[src/rtl/dram_norm_pkg.sv]
package dram_norm_pkg;
  localparam int ENC_W     = 28;
  localparam int NORM_W    = 31;
  localparam int COL_W     = 5;
  localparam int ROW_W     = 14;
  localparam int HBANK_N   = 4;
  localparam int BANK_W    = 6;
  localparam int CFG_W     = 32;
  localparam int CFG_AW    = 3;

  localparam int COL_LSB   = 1;
  localparam int BANK_LSB  = 6;
  localparam int ROW_LSB   = 10;
  localparam int PC_POS    = 25;
  localparam int BHI_LSB   = 26;
  localparam int CMASK_LSB = 1;
  localparam int RMASK_LSB = 14;

  localparam int CFG_PC    = HBANK_N;
  localparam int CFG_PCB   = HBANK_N + 1;

  typedef struct packed {
    logic             en;
    logic [COL_W-1:0] cmask;
    logic [ROW_W-1:0] rmask;
  } hash_cfg_t;

  function automatic hash_cfg_t unpack_hash(logic [CFG_W-1:0] w);
    hash_cfg_t c;
    c.en    = w[0];
    c.cmask = w[CMASK_LSB +: COL_W];
    c.rmask = w[RMASK_LSB +: ROW_W];
    return c;
  endfunction

  function automatic logic hash_term(hash_cfg_t c, logic [COL_W-1:0] col,
                                     logic [ROW_W-1:0] row);
    return c.en & ((^(col & c.cmask)) ^ (^(row & c.rmask)));
  endfunction

  // normalized position of fixed encoded bit i (valid for 1..ENC_W-2)
  function automatic int norm_pos(int i);
    case (i)
      1:  return 5;
      2:  return 6;
      3:  return 8;
      4:  return 9;
      5:  return 14;
      6:  return 12;
      7:  return 13;
      8:  return 10;
      9:  return 11;
      24: return 7;
      25: return 29;
      26: return 30;
      default: return i + 5;
    endcase
  endfunction
endpackage

[src/rtl/dram_norm_cfg.sv]
module dram_norm_cfg
  import dram_norm_pkg::*;
(
  input  logic              clk_i,
  input  logic              rst_ni,
  input  logic              we_i,
  input  logic [CFG_AW-1:0] addr_i,
  input  logic [CFG_W-1:0]  wdata_i,
  output hash_cfg_t         bank_cfg_o [HBANK_N],
  output hash_cfg_t         pc_cfg_o,
  output logic [BANK_W-1:0] pc_bmask_o
);
  hash_cfg_t         bank_q [HBANK_N];
  hash_cfg_t         pc_q;
  logic [BANK_W-1:0] bmask_q;

  for (genvar k = 0; k < HBANK_N; k++) begin : g_bank
    always_ff @(posedge clk_i or negedge rst_ni) begin
      if (!rst_ni) bank_q[k] <= '0;
      else if (we_i && addr_i == CFG_AW'(k)) bank_q[k] <= unpack_hash(wdata_i);
    end
    assign bank_cfg_o[k] = bank_q[k];
  end

  always_ff @(posedge clk_i or negedge rst_ni) begin
    if (!rst_ni) begin
      pc_q    <= '0;
      bmask_q <= '0;
    end else if (we_i) begin
      if (addr_i == CFG_AW'(CFG_PC))  pc_q    <= unpack_hash(wdata_i);
      if (addr_i == CFG_AW'(CFG_PCB)) bmask_q <= wdata_i[BANK_W-1:0];
    end
  end

  assign pc_cfg_o   = pc_q;
  assign pc_bmask_o = bmask_q;

  // no write to the pseudo-channel words unless addressed
  a_r10_pc_hold: assert property (@(posedge clk_i) disable iff (!rst_ni)
    !(we_i && (addr_i == CFG_AW'(CFG_PC) || addr_i == CFG_AW'(CFG_PCB)))
    |=> ($stable(pc_q) && $stable(bmask_q)));
endmodule

[src/rtl/dram_norm_hash.sv]
module dram_norm_hash
  import dram_norm_pkg::*;
(
  input  logic [ENC_W-1:0]  enc_i,
  input  hash_cfg_t         bank_cfg_i [HBANK_N],
  input  hash_cfg_t         pc_cfg_i,
  input  logic [BANK_W-1:0] pc_bmask_i,
  output logic [ENC_W-1:0]  fixed_o,
  output logic [BANK_W-1:0] bank_o,
  output logic [ROW_W-1:0]  row_o,
  output logic [COL_W-1:0]  col_o
);
  logic [COL_W-1:0]   col;
  logic [ROW_W-1:0]   row;
  logic [HBANK_N-1:0] bank_lo;
  logic [BANK_W-1:0]  bank;
  logic               pc;

  assign col = enc_i[COL_LSB +: COL_W];
  assign row = enc_i[ROW_LSB +: ROW_W];

  for (genvar k = 0; k < HBANK_N; k++) begin : g_lane
    assign bank_lo[k] = enc_i[BANK_LSB+k] ^ hash_term(bank_cfg_i[k], col, row);
  end

  assign bank = {enc_i[BHI_LSB +: BANK_W-HBANK_N], bank_lo};
  assign pc   = enc_i[PC_POS] ^ (pc_cfg_i.en &
                (hash_term(pc_cfg_i, col, row) ^ (^(bank & pc_bmask_i))));

  always_comb begin
    fixed_o = enc_i;
    fixed_o[BANK_LSB +: HBANK_N] = bank_lo;
    fixed_o[PC_POS] = pc;
  end

  assign bank_o = bank;
  assign row_o  = row;
  assign col_o  = col;
endmodule

[src/rtl/dram_norm_scatter.sv]
module dram_norm_scatter
  import dram_norm_pkg::*;
(
  input  logic [ENC_W-1:0]  fixed_i,
  output logic [NORM_W-1:0] norm_o
);
  always_comb begin
    norm_o = '0;
    for (int i = 1; i <= ENC_W - 2; i++) norm_o[norm_pos(i)] = fixed_i[i];
  end
endmodule

[src/rtl/dram_addr_normalizer.sv]
module dram_addr_normalizer
  import dram_norm_pkg::*;
(
  input  logic              clk_i,
  input  logic              rst_ni,
  input  logic              cfg_we_i,
  input  logic [2:0]        cfg_addr_i,
  input  logic [31:0]       cfg_wdata_i,
  input  logic              in_valid_i,
  input  logic [27:0]       in_addr_i,
  output logic              out_valid_o,
  output logic [30:0]       out_addr_o,
  output logic [5:0]        out_bank_o,
  output logic [13:0]       out_row_o,
  output logic [4:0]        out_col_o
);
  hash_cfg_t         bank_cfg [HBANK_N];
  hash_cfg_t         pc_cfg;
  logic [BANK_W-1:0] pc_bmask;
  logic [ENC_W-1:0]  fixed;
  logic [BANK_W-1:0] bank_d;
  logic [ROW_W-1:0]  row_d;
  logic [COL_W-1:0]  col_d;
  logic [NORM_W-1:0] norm_d;

  dram_norm_cfg i_cfg (
    .clk_i, .rst_ni,
    .we_i(cfg_we_i), .addr_i(cfg_addr_i), .wdata_i(cfg_wdata_i),
    .bank_cfg_o(bank_cfg), .pc_cfg_o(pc_cfg), .pc_bmask_o(pc_bmask)
  );

  dram_norm_hash i_hash (
    .enc_i(in_addr_i), .bank_cfg_i(bank_cfg), .pc_cfg_i(pc_cfg),
    .pc_bmask_i(pc_bmask), .fixed_o(fixed), .bank_o(bank_d),
    .row_o(row_d), .col_o(col_d)
  );

  dram_norm_scatter i_scatter (.fixed_i(fixed), .norm_o(norm_d));

  always_ff @(posedge clk_i or negedge rst_ni) begin
    if (!rst_ni) out_valid_o <= 1'b0;
    else         out_valid_o <= in_valid_i;
  end

  always_ff @(posedge clk_i or negedge rst_ni) begin
    if (!rst_ni) begin
      out_addr_o <= '0;
      out_bank_o <= '0;
      out_row_o  <= '0;
      out_col_o  <= '0;
    end else if (in_valid_i) begin
      out_addr_o <= norm_d;
      out_bank_o <= bank_d;
      out_row_o  <= row_d;
      out_col_o  <= col_d;
    end
  end

  a_r8_valid_follows: assert property (@(posedge clk_i) disable iff (!rst_ni)
    in_valid_i |=> out_valid_o);
  a_r8_valid_drops: assert property (@(posedge clk_i) disable iff (!rst_ni)
    !in_valid_i |=> (!out_valid_o && $stable(out_addr_o)));
  a_r7_low_zero: assert property (@(posedge clk_i) disable iff (!rst_ni)
    out_addr_o[4:0] == 5'd0);
  a_r2_fields: assert property (@(posedge clk_i) disable iff (!rst_ni)
    in_valid_i |=> (out_row_o == $past(in_addr_i[23:10]) &&
                    out_col_o == $past(in_addr_i[5:1])));
  a_r4_bank_hi: assert property (@(posedge clk_i) disable iff (!rst_ni)
    in_valid_i |=> (out_bank_o[5:4] == $past(in_addr_i[27:26])));
  a_r6_top_bits: assert property (@(posedge clk_i) disable iff (!rst_ni)
    in_valid_i |=> (out_addr_o[30] == $past(in_addr_i[26]) &&
                    out_addr_o[28] == $past(in_addr_i[23])));
endmodule

[config.mk]
export PLATFORM = sky130hd
export DESIGN_NAME = dram_addr_normalizer
export DESIGN_NICKNAME = d
export VERILOG_FILES = /design/src/rtl/dram_norm_pkg.sv /design/src/rtl/dram_norm_cfg.sv /design/src/rtl/dram_norm_hash.sv /design/src/rtl/dram_norm_scatter.sv /design/src/rtl/dram_addr_normalizer.sv
export SDC_FILE = /design/constraint.sdc
export NUM_CORES = 1
export LEC_CHECK = 0
export BUFFER_PORTS_ARGS = -buffer_cell sky130_fd_sc_hd__buf_2
export CAP_MARGIN = 30
export CORE_MARGIN = 5
export CORE_UTILIZATION = 59
export DETAILED_ROUTE_END_ITERATION = 10
export PLACE_DENSITY = 0.82
export SETUP_SLACK_MARGIN = 0.05
export SYNTH_ARGS = -nofsm -noshare
export SYNTH_HDL_FRONTEND = slang
export SYNTH_HIERARCHICAL = 1
export SYNTH_SLANG_ARGS = --single-unit
[constraint.sdc]
create_clock -name clk_i -period 8.45 [get_ports clk_i]
set_clock_uncertainty 0.15 [all_clocks]
set_input_delay 0.845 -clock clk_i [delete_from_list [all_inputs] [get_ports clk_i]]
set_output_delay 0.845 -clock clk_i [all_outputs]
set_load 0.1 [all_outputs]
==> results.py, run 1 <==
metrics = {
    "drt": {
        "first_pass_iters": 4,
        "dr.first_iter.drc_count": 312,
        "vias": 4634,
        "drc": 0,
        "wirelength_um": 16900,
        "antenna_left": 0,
        "wl_per_cell_um": 19.5,
        "viasPerCell": 5.35,
    },
    "setup_path": {
        "crit_fanout": 7,
        "cp-startpoint": "in_addr_i[20]",
        "critPathRequiredTime_ns": 8.61,
        "start_kind": "input port",
        "r2r_setup_slack_ns": 5.05,
        "cpPeakStageDelay_ns": 0.41,
        "worst-path-stages": 13,
        "path_buf_inv": 1,
        "arrival_ns": 3.89,
        "r2r_end": "out_addr_o[29]",
        "r2r_cells": 12,
        "critPathSlowestCell": "xnor3_1",
        "critPathCaptureType": "register",
        "r2r-start": "i_cfg/bank_cfg_o[10]",
        "path_cells": "buf_2 -> nand2_1 -> xor2_1 -> xnor2_1 -> xnor3_1 -> xnor2_1 -> a21boi_0 -> o21ai_0 -> xnor3_1 -> xnor3_1 -> nand2_1 -> xnor2_1 -> mux2_4",
        "path_delay_family": "XOR/XNOR gates",
        "path_class": "in2reg",
    },
    "place": {
        "port-buffer-count": 110,
        "dp_hpwl_um": 11900,
        "gp_congestion": 0.803,
    },
    "clock_network": {
        "h-tree-depth": 4,
        "cts_tree": "built",
        "clk_pin_slew_ns": 0.06,
        "cts_buffer_depth": 2,
        "cts_buffers": 17,
        "cts_root_buf": "clkbuf_16",
        "clock_latency_ns": 0.42,
        "cts_sinks": 163,
        "cts_setup_buffers": 0,
        "postCtsHoldBufs": 0,
        "cts-resized-gates": 0,
    },
    "flow_run": {
        "drv_cap": 0,
    },
    "timing": {
        "period_needed_ns": 3.73,
        "max_freq_mhz": 268,
        "hold_viol": 0,
        "fin_crit_sh": 0.441,
        "drv_slew": 0,
        "hold_slack_ns": 0.0468,
        "rsz0062_at_grt": "no",
        "slew_headroom": 0.360,
        "worstMarginPinSlew_ns": 0.959,
        "final.setup.tns_ns": 0,
        "setup_viol": 0,
    },
    "cells_and_area": {
        "final_cell_mix": "dfrtp_1 (163), mux2_2 (121), buf_2 (108), nand2_1 (98), xnor2_1 (60)",
        "final_common_cell": "dfrtp_1",
        "multi_input_area_sq_mm": 0.00348,
        "layout-drive-gt1-share": 0.469,
        "ff_latch_area_sq_mm": 0.00408,
        "diodes": 0,
        "final_nets": 740,
        "n_fill_cell": 1004,
        "syn_to_final_growth_pct": 9.65,
    },
    "global_routing": {
        "grt_pass1_wl_um": 26900,
        "grt_max_degree": 109,
        "grt_pass1_vias": 4985,
        "track_usage": 0.216,
        "grt_antenna_before_repair": 0,
        "overflow": 0,
    },
    "pwr": {
        "p_per_area_mw_per_mm2": 333,
        "leakagePower_nw": 4.15,
        "ir_drop_mv": 0.170,
    },
    "synth": {
        "syn-instance-count": 630,
        "avgSynthCellArea_sq_um": 13.1,
        "ys_warn_count": 6,
        "syn_area_sq_mm": 0.00824,
    },
    "floorplanning": {
        "num_io_pins": 124,
        "placementRows": 43,
        "core-area_sq_mm": 0.0138,
        "die_area_sq_mm": 0.0164,
        "initial_core_util": 0.598,
        "die_w_um": 128,
        "die_h_um": 128,
    },
    "min_path": {
        "worst_hold_path_type": "in2async",
    },
    "run_status": {
        "outcome": "finished clean",
    },
}
## worst max-delay path by stage
stage and end:
6_report out_addr_o[29], 5_1_grt out_addr_o[29], 4_1_cts out_addr_o[29], 3_5_place_dp out_addr_o[29], 3_3_place_gp out_addr_o[29], 2_1_floorplan out_addr_o[29]
## flip-flops by register name, summed over array words and instances (netlist names)
signal / flops
i_cfg/bank_cfg_o: 80
i_cfg/pc_bmask_o: 6
i_cfg/pc_cfg_o: 20
out_addr_o: 31
out_bank_o: 6
out_col_o: 5
out_row_o: 14
out_valid_o: 1
## stage by stage
| stage | setup WS, ns | power (mW) | utilization | cell area (sq um) | instances |
|---|---|---|---|---|---|
| 2_1_floorplan | 4.79 | 2.05 | - | 8250 | 634 |
| 3_3_place_gp | 4.41 | 2.16 | 0.607 | 8370 | 833 |
| 3_5_place_dp | 4.31 | 2.20 | 0.607 | 8370 | 833 |
| 4_1_cts | 4.75 | 3.03 | 0.654 | 9000 | 865 |
| 5_1_grt | 4.64 | 3.14 | 0.656 | 9030 | 866 |
| 6_report | 4.72 | 3.01 | 0.656 | 9030 | 866 |
## metal layers
metal	GRT usage	share of wire	up-vias	wire length (um)
li1	-	-	2104	-
met1	0.273	0.42	2386	7080
met2	0.357	0.51	107	8550
met3	0.0521	0.049	37	823
met4	0.0930	0.028	0	475
met5	0	0	-	0
## area by class of cell
class                      instances  share of cell area
timing repair buffer             114              0.0675
multi-input combinational        377               0.385
sequential                       163               0.452
clock buffer                      23              0.0540
tap                              180              0.0249
clock inverter                     9              0.0166
## where the power goes
part	total (mW)	internal (mW)	switching, mW
sequential	1.02	0.940	0.0838
combinational	1.17	0.464	0.701
clock	0.821	0.524	0.296
total	3.01	1.93	1.08
Note: power is estimated with default switching activity, not from simulation.
==> run 2, diff against run 1 <==
CORE_UTILIZATION = 52   (was 59)
PLACE_DENSITY = 0.77   (was 0.82)
clock period = 3.2 ns   (was 8.45 ns; I/O delays follow)
==> run 2 against run 1 <==
Against the previous run: power grew to 2.6 times the previous value; sequential cell count unchanged; count of clock-buffer cells in the layout rose by 1; register-to-register slack worse by 5.0 ns; sequential share of layout area shrank 1.2 points; utilization is 6.6 points lower; setup slack worse by 4.7 ns; clock power is 140% higher; global-route usage is 1.5 points lower; critical path depth shrank 1; die area is 12% higher; via count up 0.43%; largest cell class unchanged.
==> results.py, run 2 (same netlist as run 1, synthesis figures left out) <==
metrics = {
    "floorplanning": {
        "num_io_pins": 124,
        "initial_core_util": 0.524,
        "die_w_um": 136,
        "die_area_sq_mm": 0.0185,
        "die_h_um": 136,
        "placementRows": 46,
        "core-area_sq_mm": 0.0157,
    },
    "place": {
        "dp_hpwl_um": 12700,
        "dp.cells": 890,
        "port-buffer-count": 110,
        "gp_congestion": 0.912,
        "place_area_sq_mm": 0.00858,
    },
    "setup_path": {
        "r2r-start": "i_cfg/bank_cfg_o[41]",
        "start_kind": "register",
        "critPathCaptureType": "register",
        "path_class": "reg2reg",
        "r2r_setup_slack_ns": 0.05,
        "arrival_ns": 3.30,
        "crit_end": "out_addr_o[29]",
        "r2r_end": "out_addr_o[29]",
        "crit_fanout": 2,
        "r2r_cells": 12,
        "cp-startpoint": "i_cfg/bank_cfg_o[41]",
        "critPathRequiredTime_ns": 3.35,
    },
    "timing": {
        "fin_crit_sh": 0.984,
        "worstMarginPinSlew_ns": 0.956,
        "slew_headroom": 0.363,
        "period_needed_ns": 3.15,
        "max_freq_mhz": 318,
        "hold_viol": 0,
        "setup_viol": 0,
        "rsz0062_at_grt": "yes",
        "drv_slew": 0,
        "hold_slack_ns": 0.0350,
    },
    "clock_network": {
        "clock_latency_ns": 0.42,
        "clk_pin_slew_ns": 0.06,
        "h-tree-depth": 4,
        "cts_tree": "built",
        "cts_buffers": 17,
        "cts_root_buf": "clkbuf_16",
        "cts_buffer_depth": 2,
        "cts_sinks": 163,
    },
    "global_routing": {
        "grt_max_degree": 58,
        "track_usage": 0.202,
        "grt_pass1_wl_um": 28100,
        "grt_antenna_before_repair": 2,
        "grt_pass1_vias": 5213,
        "overflow": 0,
    },
    "cells_and_area": {
        "final_cell_mix": "dfrtp_1 (163), mux2_2 (121), buf_2 (108), nand2_1 (96), xnor2_1 (54)",
        "syn_to_final_growth_pct": 12.5,
        "diodes": 0,
        "design_area_sq_mm": 0.00927,
        "n_fill_cell": 1218,
        "layout.cells.non_filler": 924,
        "largest_reg_flops": 80,
        "layout-drive-gt1-share": 0.499,
        "ff_latch_area_sq_mm": 0.00408,
        "multi_input_area_sq_mm": 0.00356,
        "final_common_cell": "dfrtp_1",
        "fin_util": 0.590,
        "final_nets": 763,
    },
    "min_path": {
        "worst_hold_path_type": "in2reg",
    },
    "drt": {
        "antenna_left": 0,
        "vias": 4654,
        "drc": 0,
        "wl_per_cell_um": 19.3,
        "dr.first_iter.drc_count": 367,
        "viasPerCell": 5.04,
        "wirelength_um": 17800,
        "first_pass_iters": 4,
    },
    "run_status": {
        "outcome": "finished clean",
    },
    "flow_run": {
        "drv_cap": 0,
    },
    "pwr": {
        "leakagePower_nw": 4.27,
        "p_per_area_mw_per_mm2": 859,
        "finalPower_mw": 7.96,
        "ir_drop_mv": 0.462,
    },
}
run 2: worst min-delay path by stage:
stage | startpoint | end | slack, ns | cells after the start
2_1_floorplan | rst_ni | i_cfg/bank_cfg_o[0] | -0.13 | 0
3_3_place_gp | rst_ni | out_addr_o[24] | 0.14 | 1
3_5_place_dp | rst_ni | out_addr_o[24] | 0.15 | 1
4_1_cts | in_addr_i[26] | out_addr_o[30] | 0.01 | 2
5_1_grt | in_addr_i[26] | out_bank_o[4] | 0.02 | 2
6_report | in_addr_i[26] | out_addr_o[30] | 0.03 | 2
run 2: timing repair:
item | CTS | global route
pin swaps | 1 | 7
hold buffers | 3 | 0
setup buffers | 0 | 0
hold endpoints to repair | 51 | 0
setup endpoints to repair | 1 | 1
resized for setup | 3 | 9
run 2: where the power goes:
group          switching [mW]  internal [mW]
registers               0.226           2.48
clock network           0.777           1.23
logic                    1.90           1.34
total                    2.91           5.05
run 2: layer usage:
layer | vias to the layer above | GRT usage | part of all wire
li1 | 2153 | - | -
met1 | 2370 | 0.252 | 0.41
met2 | 102 | 0.344 | 0.52
met3 | 25 | 0.0503 | 0.048
met4 | 4 | 0.0677 | 0.019
met5 | - | 0 | 0.0012
run 2: area by class of cell:
| class | count | share of cell area |
|---|---|---|
| Multi-Input combinational cell | 377 | 0.384 |
| Timing Repair Buffer | 137 | 0.0830 |
| Clock buffer | 24 | 0.0531 |
| Tap cell | 216 | 0.0292 |
| Sequential cell | 163 | 0.440 |
| Clock inverter | 7 | 0.0107 |
run 2: through the flow:
| step | worst slack, ns | TNS, ns |
|---|---|---|
| final | 0.0521 | 0 |
| after global placement | -0.0177 | -0.0177 |
| after floorplan | 0.169 | 0 |
| after global routing | -0.0555 | -0.0555 |
| after CTS | 0.0517 | 0 |
| after detailed placement | -0.0391 | -0.0391 |
run 2: worst max-delay path, cell delays in order (launching register included):
cell and delay, ns:
dfrtp_1 0.37, nand2_2 0.09, xnor2_2 0.15, xnor2_2 0.18, xnor3_1 0.46, xnor2_2 0.18
and3b_1 0.20, o21ai_2 0.13, xnor3_1 0.43, xnor3_1 0.22, nand2_1 0.08, xnor2_1 0.13
mux2_4 0.26
==> run 3, diff against run 2 <==
GPL_TIMING_DRIVEN = 0   (was default)
==> run 3 against run 2 <==
Against the previous run: combinational power up 7.1%; setup slack lost 0.0012 ns; clock power grew 16%; register-to-register slack hardly changed; fmax is essentially flat; largest cell class unchanged; highest routed layer unchanged.
==> results.py, run 3 (same netlist as run 1, synthesis figures left out) <==
metrics = {
    "floorplanning": {
        "die_w_um": 136,
        "die_h_um": 136,
        "core-area_sq_mm": 0.0157,
        "initial_core_util": 0.524,
        "num_io_pins": 124,
        "die_area_sq_mm": 0.0185,
        "placementRows": 46,
    },
    "timing": {
        "period_needed_ns": 3.15,
        "final.setup.tns_ns": 0,
        "drv_slew": 0,
        "rsz0062_at_grt": "yes",
        "slew_headroom": 0.509,
        "setup_viol": 0,
        "hold_viol": 0,
        "hold_slack_ns": 0.0299,
        "max_freq_mhz": 318,
        "fin_crit_sh": 0.984,
        "worstMarginPinSlew_ns": 0.736,
    },
    "clock_network": {
        "cts_buffer_depth": 2,
        "cts_sinks": 163,
        "cts_tree": "built",
        "cts_buffers": 17,
        "h-tree-depth": 4,
        "cts_root_buf": "clkbuf_16",
        "clock_latency_ns": 0.43,
        "clk_pin_slew_ns": 0.07,
    },
    "setup_path": {
        "critPathRequiredTime_ns": 3.36,
        "critPathCaptureType": "register",
        "start_kind": "register",
        "crit_fanout": 2,
        "r2r_cells": 12,
        "arrival_ns": 3.31,
        "path_class": "reg2reg",
    },
    "place": {
        "gp_congestion": 0.821,
        "port-buffer-count": 109,
        "dp_hpwl_um": 13200,
    },
    "global_routing": {
        "grt_max_degree": 88,
        "grt_pass1_vias": 5275,
        "grt_pass1_wl_um": 29000,
        "overflow": 0,
        "track_usage": 0.210,
        "grt_antenna_before_repair": 1,
    },
    "drt": {
        "wirelength_um": 18600,
        "dr.first_iter.drc_count": 218,
        "antenna_left": 0,
        "vias": 4902,
        "wl_per_cell_um": 18.8,
        "viasPerCell": 4.94,
        "first_pass_iters": 4,
        "drc": 0,
    },
    "cells_and_area": {
        "final_common_cell": "dfrtp_1",
        "layout-drive-gt1-share": 0.555,
        "n_fill_cell": 1213,
        "final_nets": 831,
        "fin_util": 0.631,
        "final_cell_mix": "dfrtp_1 (163), mux2_2 (121), buf_2 (117), nand2_1 (94), buf_4 (79)",
        "largest_reg_flops": 80,
        "syn_to_final_growth_pct": 20.3,
        "diodes": 0,
    },
    "flow_run": {
        "drv_cap": 0,
    },
    "min_path": {
        "min_path_cells": 2,
        "worst_hold_path_type": "in2reg",
    },
    "pwr": {
        "p_per_area_mw_per_mm2": 860,
        "leakagePower_nw": 4.67,
        "ir_drop_mv": 0.558,
    },
    "run_status": {
        "outcome": "finished clean",
    },
}
## run 3: worst paths after layout
check                                      from                   end  slack, ns
max                        i_cfg/bank_cfg_o[17]        out_addr_o[29]       0.05
min                             cfg_wdata_i[23]     i_cfg/pc_cfg_o[9]       0.03
max reg2reg                i_cfg/bank_cfg_o[17]        out_addr_o[29]       0.05
min reg2reg                i_cfg/bank_cfg_o[73]  i_cfg/bank_cfg_o[73]       0.34
max in group asynchronous                rst_ni         out_bank_o[1]       1.70
min in group asynchronous                rst_ni         out_row_o[10]       0.32
## run 3: critical path, stage by stage (launching register included)
cell	delay [ns]
dfrtp_1	0.38
nand2_2	0.08
xor2_2	0.18
xnor2_1	0.14
xnor3_1	0.45
xnor2_2	0.18
and3b_1	0.22
o21ai_2	0.13
xnor3_1	0.41
xnor3_1	0.24
nand2_1	0.08
xnor2_1	0.13
mux2_4	0.25
## run 3: where the power goes
| part | total [mW] | switching [mW] | leakage, nW | internal, mW |
|---|---|---|---|---|
| clock network | 2.34 | 0.834 | 0.327 | 1.51 |
| logic | 3.48 | 1.96 | 2.41 | 1.52 |
| registers | 2.71 | 0.225 | 1.94 | 2.48 |
## run 3: final cells by class
cell class                 count  area [sq um]  share of cell area
sequential                   163          4080               0.412
clock buffer                  20           457              0.0461
buffer                        92           687              0.0693
multi-input combinational    377          3590               0.362
timing repair buffer         113           607              0.0612
tap                          216           270              0.0273
clock inverter                12           226              0.0228
## run 3: per-layer routing
metal,global-route usage,up-vias,part of all wire
met2,0.357,121,0.51
met1,0.270,2467,0.42
met3,0.0433,28,0.046
met4,0.0733,2,0.020
met5,0,-,0.00070
li1,-,2284,-
## run 3: repair_timing
action / CTS / global route
setup buffers: 1 / 0
setup endpoints to repair: 1 / 1
endpoints found under the hold margin: 77 / 0
gates resized for setup: 11 / 8
hold buffers: 2 / 0
pin swaps: 15 / 8
## run 3: stage by stage
step	instances	setup WS (ns)	power (mW)	instance area (sq um)
5_1_grt	993	-0.0116	8.86	9910
2_1_floorplan	634	0.169	5.45	8260
3_5_place_dp	960	-0.501	6.13	9110
6_report	993	0.0510	8.53	9910
3_3_place_gp	959	-0.663	6.03	9070
4_1_cts	993	0.0493	8.53	9880
